**config.mk**
```make
export PLATFORM = sky130hd
export DESIGN_NAME = hpage_ldseq
export DESIGN_NICKNAME = d
export VERILOG_FILES = /design/src/rtl/hpage_ldseq.sv
export SDC_FILE = /design/constraint.sdc
export NUM_CORES = 1
export LEC_CHECK = 0
export BUFFER_PORTS_ARGS = -buffer_cell sky130_fd_sc_hd__buf_2
export CORE_MARGIN = 5
export CORE_UTILIZATION = 45
export DETAILED_ROUTE_END_ITERATION = 10
export PLACE_DENSITY_LB_ADDON = 0.25
export SLEW_MARGIN = 20
export SYNTH_ARGS = -nofsm -noshare
export SYNTH_HDL_FRONTEND = slang
export SYNTH_SLANG_ARGS = --single-unit
```
**constraint.sdc**
```tcl
create_clock -name clk -period 1.6 [get_ports clk]
set_clock_uncertainty 0.05 [all_clocks]
set_input_delay 0.4 -clock clk [delete_from_list [all_inputs] [get_ports clk]]
set_output_delay 0.4 -clock clk [all_outputs]
set_load 0.02 [all_outputs]
```
**src/rtl/hpage_ldseq.sv**
```systemverilog
module hpage_ldseq #(
  parameter logic [15:0] PC_RESET = 16'h0000,
  parameter logic [7:0]  TOP_PAGE = 8'hFF
) (
  input  logic        clk,
  input  logic        rst_n,
  input  logic        bc_load,
  input  logic [15:0] bc_value,
  input  logic [7:0]  mem_rdata,
  output logic [15:0] mem_addr,
  output logic [7:0]  mem_wdata,
  output logic        mem_we,
  output logic        instr_done,
  output logic [1:0]  m_idx,
  output logic [15:0] pc_q,
  output logic [7:0]  a_q,
  output logic [7:0]  b_q,
  output logic [7:0]  c_q
);

  localparam logic [7:0] OP_LD_ABS  = 8'hFA;
  localparam logic [7:0] OP_ST_ABS  = 8'hEA;
  localparam logic [7:0] OP_LD_PGI  = 8'hF0;
  localparam logic [7:0] OP_ST_PGI  = 8'hE0;
  localparam logic [7:0] OP_LD_PGC  = 8'hF2;
  localparam logic [7:0] OP_ST_PGC  = 8'hE2;
  localparam logic [7:0] OP_LD_PAIR = 8'h0A;
  localparam logic [7:0] OP_ST_PAIR = 8'h02;

  typedef enum logic [1:0] {S_OP, S_LO, S_HI, S_MEM} st_t;
  typedef enum logic [2:0] {K_NONE, K_ABS, K_PGI, K_PGC, K_PAIR} kind_t;

  st_t        st, st_nx;
  logic [7:0] op_q, lo_q, hi_q;
  kind_t      k_raw, k_op;
  logic       store_op;

  function automatic kind_t kind_of(input logic [7:0] o);
    case (o)
      OP_LD_ABS,  OP_ST_ABS:  kind_of = K_ABS;
      OP_LD_PGI,  OP_ST_PGI:  kind_of = K_PGI;
      OP_LD_PGC,  OP_ST_PGC:  kind_of = K_PGC;
      OP_LD_PAIR, OP_ST_PAIR: kind_of = K_PAIR;
      default:                kind_of = K_NONE;
    endcase
  endfunction

  assign k_raw     = kind_of(mem_rdata);
  assign k_op      = kind_of(op_q);
  assign store_op  = (op_q == OP_ST_ABS) || (op_q == OP_ST_PGI) ||
                     (op_q == OP_ST_PGC) || (op_q == OP_ST_PAIR);
  assign mem_wdata = a_q;

  always_comb begin
    st_nx      = st;
    mem_addr   = pc_q;
    mem_we     = 1'b0;
    instr_done = 1'b0;
    case (st)
      S_OP: begin
        case (k_raw)
          K_ABS, K_PGI:  st_nx = S_LO;
          K_PGC, K_PAIR: st_nx = S_MEM;
          default: begin
            st_nx      = S_OP;
            instr_done = 1'b1;
          end
        endcase
      end
      S_LO:  st_nx = (k_op == K_ABS) ? S_HI : S_MEM;
      S_HI:  st_nx = S_MEM;
      S_MEM: begin
        case (k_op)
          K_ABS:   mem_addr = {hi_q, lo_q};
          K_PGI:   mem_addr = {TOP_PAGE, lo_q};
          K_PGC:   mem_addr = {TOP_PAGE, c_q};
          default: mem_addr = {b_q, c_q};
        endcase
        mem_we     = store_op;
        instr_done = 1'b1;
        st_nx      = S_OP;
      end
      default: st_nx = S_OP;
    endcase
  end

  always_ff @(posedge clk or negedge rst_n) begin
    if (!rst_n) begin
      st    <= S_OP;
      pc_q  <= PC_RESET;
      a_q   <= 8'h00;
      op_q  <= 8'h00;
      lo_q  <= 8'h00;
      hi_q  <= 8'h00;
      m_idx <= 2'd0;
    end else begin
      st    <= st_nx;
      m_idx <= instr_done ? 2'd0 : m_idx + 2'd1;
      case (st)
        S_OP: begin
          op_q <= mem_rdata;
          pc_q <= pc_q + 16'd1;
        end
        S_LO: begin
          lo_q <= mem_rdata;
          pc_q <= pc_q + 16'd1;
        end
        S_HI: begin
          hi_q <= mem_rdata;
          pc_q <= pc_q + 16'd1;
        end
        default: if (!store_op) a_q <= mem_rdata;
      endcase
    end
  end

  always_ff @(posedge clk) begin
    if (bc_load) begin
      b_q <= bc_value[15:8];
      c_q <= bc_value[7:0];
    end else if (!rst_n) begin
      b_q <= 8'h00;
      c_q <= 8'h00;
    end
  end

endmodule

```
==> metrics <==
setup_tns -13.11 ns; syn_area_per_cell 12.1 um^2; failing checks setup timing; Fin. Hold Viols 0; Mapped Cells 265; synthesized-area fraction occupied by adder cells 1.95%; sequential area share after synthesis 55.4%; Max Cap Violations 0; met1 Track Usage GR 26.5%; clock latency at the later pin of the worst-skew pair 0.35 ns; Layout area overhead 51.5%; RSZ-0062 raised after global routing true; Worst Hold Class in2async; cells along the critical path nor2_4, buf_4, nand2_2, o21a_4, a21oi_4, buf_6; Startpoint Class flop; H-tree depth 3; relative slew slack 55.0%; pin count of the biggest net entering global routing 53; dpl cells 481; Ant. Diodes 0; critical path peak fanout 8; io pins 95; Port-buffer cells 94; CTS Hold Bufs 0; antenna violations before repair 0; total CTS buffers 9; YS warnings 0; Worst setup EP type primary output; simple-gate area share of the yosys netlist 14.1%; Placeable Area 6870 um^2; Cell Count, Final, Fillers Out 512; crit path DAT 1.73 ns; Fmax achieved 459 MHz; first-pass GRT wire length 14400 um; synthesized flop and latch total 68; mux cell area share after synthesis 13.7%; starting density of the core 46.8%; Synth area leaders dfrtp_1, edfxtp_1, mux2_2; routed via count 2621; status finished with violations; total power 8.83 mW; row count 30; Final Cycle Share 136%; Vert. Die Dim 94.5 um; die width 94.5 um; GR Util All Layers 21.2%; final wirelength 9070 um; pre-CTS setup slack -0.430 ns; fin worst setup slack -0.579 ns; fin nets 443; Synth Area in XOR/XNOR 4.36%; layer with the highest usage met2; largest family of logic cells by synthesized area simple AND/OR/NAND/NOR gates; synthesized area 3210 um^2; CP required 1.15 ns; Worst VDD drop 0.000703 V; First-pass DRT Iterations 4; TritonCTS clock tree built; DP Area 4290 um^2; syn nets 297; clk buf depth 2; CP max stage delay 0.41 ns; RePlAce Congestion 0.813; Slowest-stage cell, CP dfrtp_1; Reg clk slew, reported paths 0.07 ns; Remaining DRCs 0; PD cells 1810 nW/um^2; top-area cell type share of the netlist area 40.5%; DRT iter0 DRCs 89; vias per std cell 5.12; TritonCTS Sinks 68; met3 GRT Util 5.18%; met2 GRT Util 36.4%; Cell variety after synth 41; Slew Viols, Final 0; leakage 2.22 nW; complex-gate fraction of the synthesized area 7.08%; final instance area 4870 um^2; antenna viol nets, final 0; critical path's top delay family compound AO/OA/AOI/OAI gates; grt total ovfl 0; Post-synth EDFFs 16; Final Util 70.9%; vias in the first global route 2779; die area 8930 um^2; share of layout cells above drive strength 1 61.5%; fin crit period 2.18 ns; Least-Margin Pin Slew 0.675 ns; leading area contributor after synthesis dfrtp_1; Bufs and invs on worst path 2; DP HPWL 6340 um; Most used DFF post-synth dfrtp_1; Setup CP Type reg2out; worst hold margin 0.142 ns; Avg WL per Cell 17.7 um; # setup viols final 36; CTS Root Cell clkbuf_8; Async S/R FF share, synth 76.5%
## logic make-up after synthesis
group | count (synthesis)
compound gates | 33
fa+ha+maj | 5
buf+inv | 20
mux | 40
flops | 68
simple gates | 83
xor+xnor | 16
## worst register-to-register path, cell delays in order (launching register included)
cell and delay (ns):
dfrtp_1 0.41, nor2_4 0.18, buf_4 0.14, buf_4 0.10, nand3b_1 0.11, buf_4 0.16, o21ai_4 0.17, buf_12 0.15
mux2_2 0.33
## final timing paths
kind	start	end	slack [ns]	cells after the start
worst max-delay path	op_q[0]	mem_addr[9]	-0.58	6
worst min-delay path	rst_n	lo_q[5]	0.14	2
worst max register to register	op_q[0]	a_q[4]	-0.31	8
worst min register to register	m_idx[0]	m_idx[0]	0.42	1
max in group asynchronous	rst_n	pc_q[0]	0.86	2
min in group clk	bc_value[4]	c_q[4]	0.28	2
## state kept, by name, summed over array words and instances, names as in the netlist
register / cells
a_q: 8
b_q: 8
c_q: 8
hi_q: 8
lo_q: 8
m_idx: 2
op_q: 8
pc_q: 16
st: 2
## layer usage
| layer | part of all wire (%) | wire [um] |
|---|---|---|
| met4 | 2.0 | 180 |
| met3 | 5.1 | 458 |
| met2 | 50 | 4520 |
| met5 | 0 | 0 |
| met1 | 43 | 3910 |
## Yosys cell counts, types with 2 or more instances
master,instances
buf_4,8
xnor2_1,14
mux2i_1,7
o21ai_0,2
dfrtp_1,52
a31oi_1,2
nor3_1,2
xor2_1,2
mux2_2,33
nand3_1,8
buf_2,3
a22oi_1,6
ha_1,5
nand2b_1,6
nand4_1,5
and3_1,3
edfxtp_1,16
a21oi_1,15
and2_1,17
inv_1,3
buf_1,3
clkbuf_1,3
nor2_1,22
nand2_1,10
nor2b_1,2
## area by class of cell
type | count | area, um^2
sequential | 68 | 1780
clock inverter | 5 | 52.6
clock buffer | 11 | 131
fill | 485 | 2000
multi-input combinational | 178 | 1720
timing repair buffer | 151 | 1060
tap | 96 | 120
inverter | 3 | 11.3
## what timing repair did
item | 4_1_cts | 5_1_grt
gates resized for setup | 52 | 20
buffers inserted | 9 | 5
gates cloned | 1 | 0
pin swaps | 15 | 17
endpoints found under the setup margin | 39 | 49
## cell usage in the layout, fill, tap and decap left out, types with 9 or more instances in the layout
cell type and count:
dfrtp_1 50, buf_4 52, edfxtp_1 16, buf_2 76, mux2_2 33, buf_6 20, xnor2_1 14, nor2_1 21
and2_1 16, clkbuf_8 9
## where the power goes
| part | internal, mW | switching [mW] | total, mW |
|---|---|---|---|
| clock | 0.713 | 0.647 | 1.36 |
| sequential | 2.39 | 0.542 | 2.93 |
| combinational | 2.28 | 2.26 | 4.54 |
(Power assumes the default switching activity.)
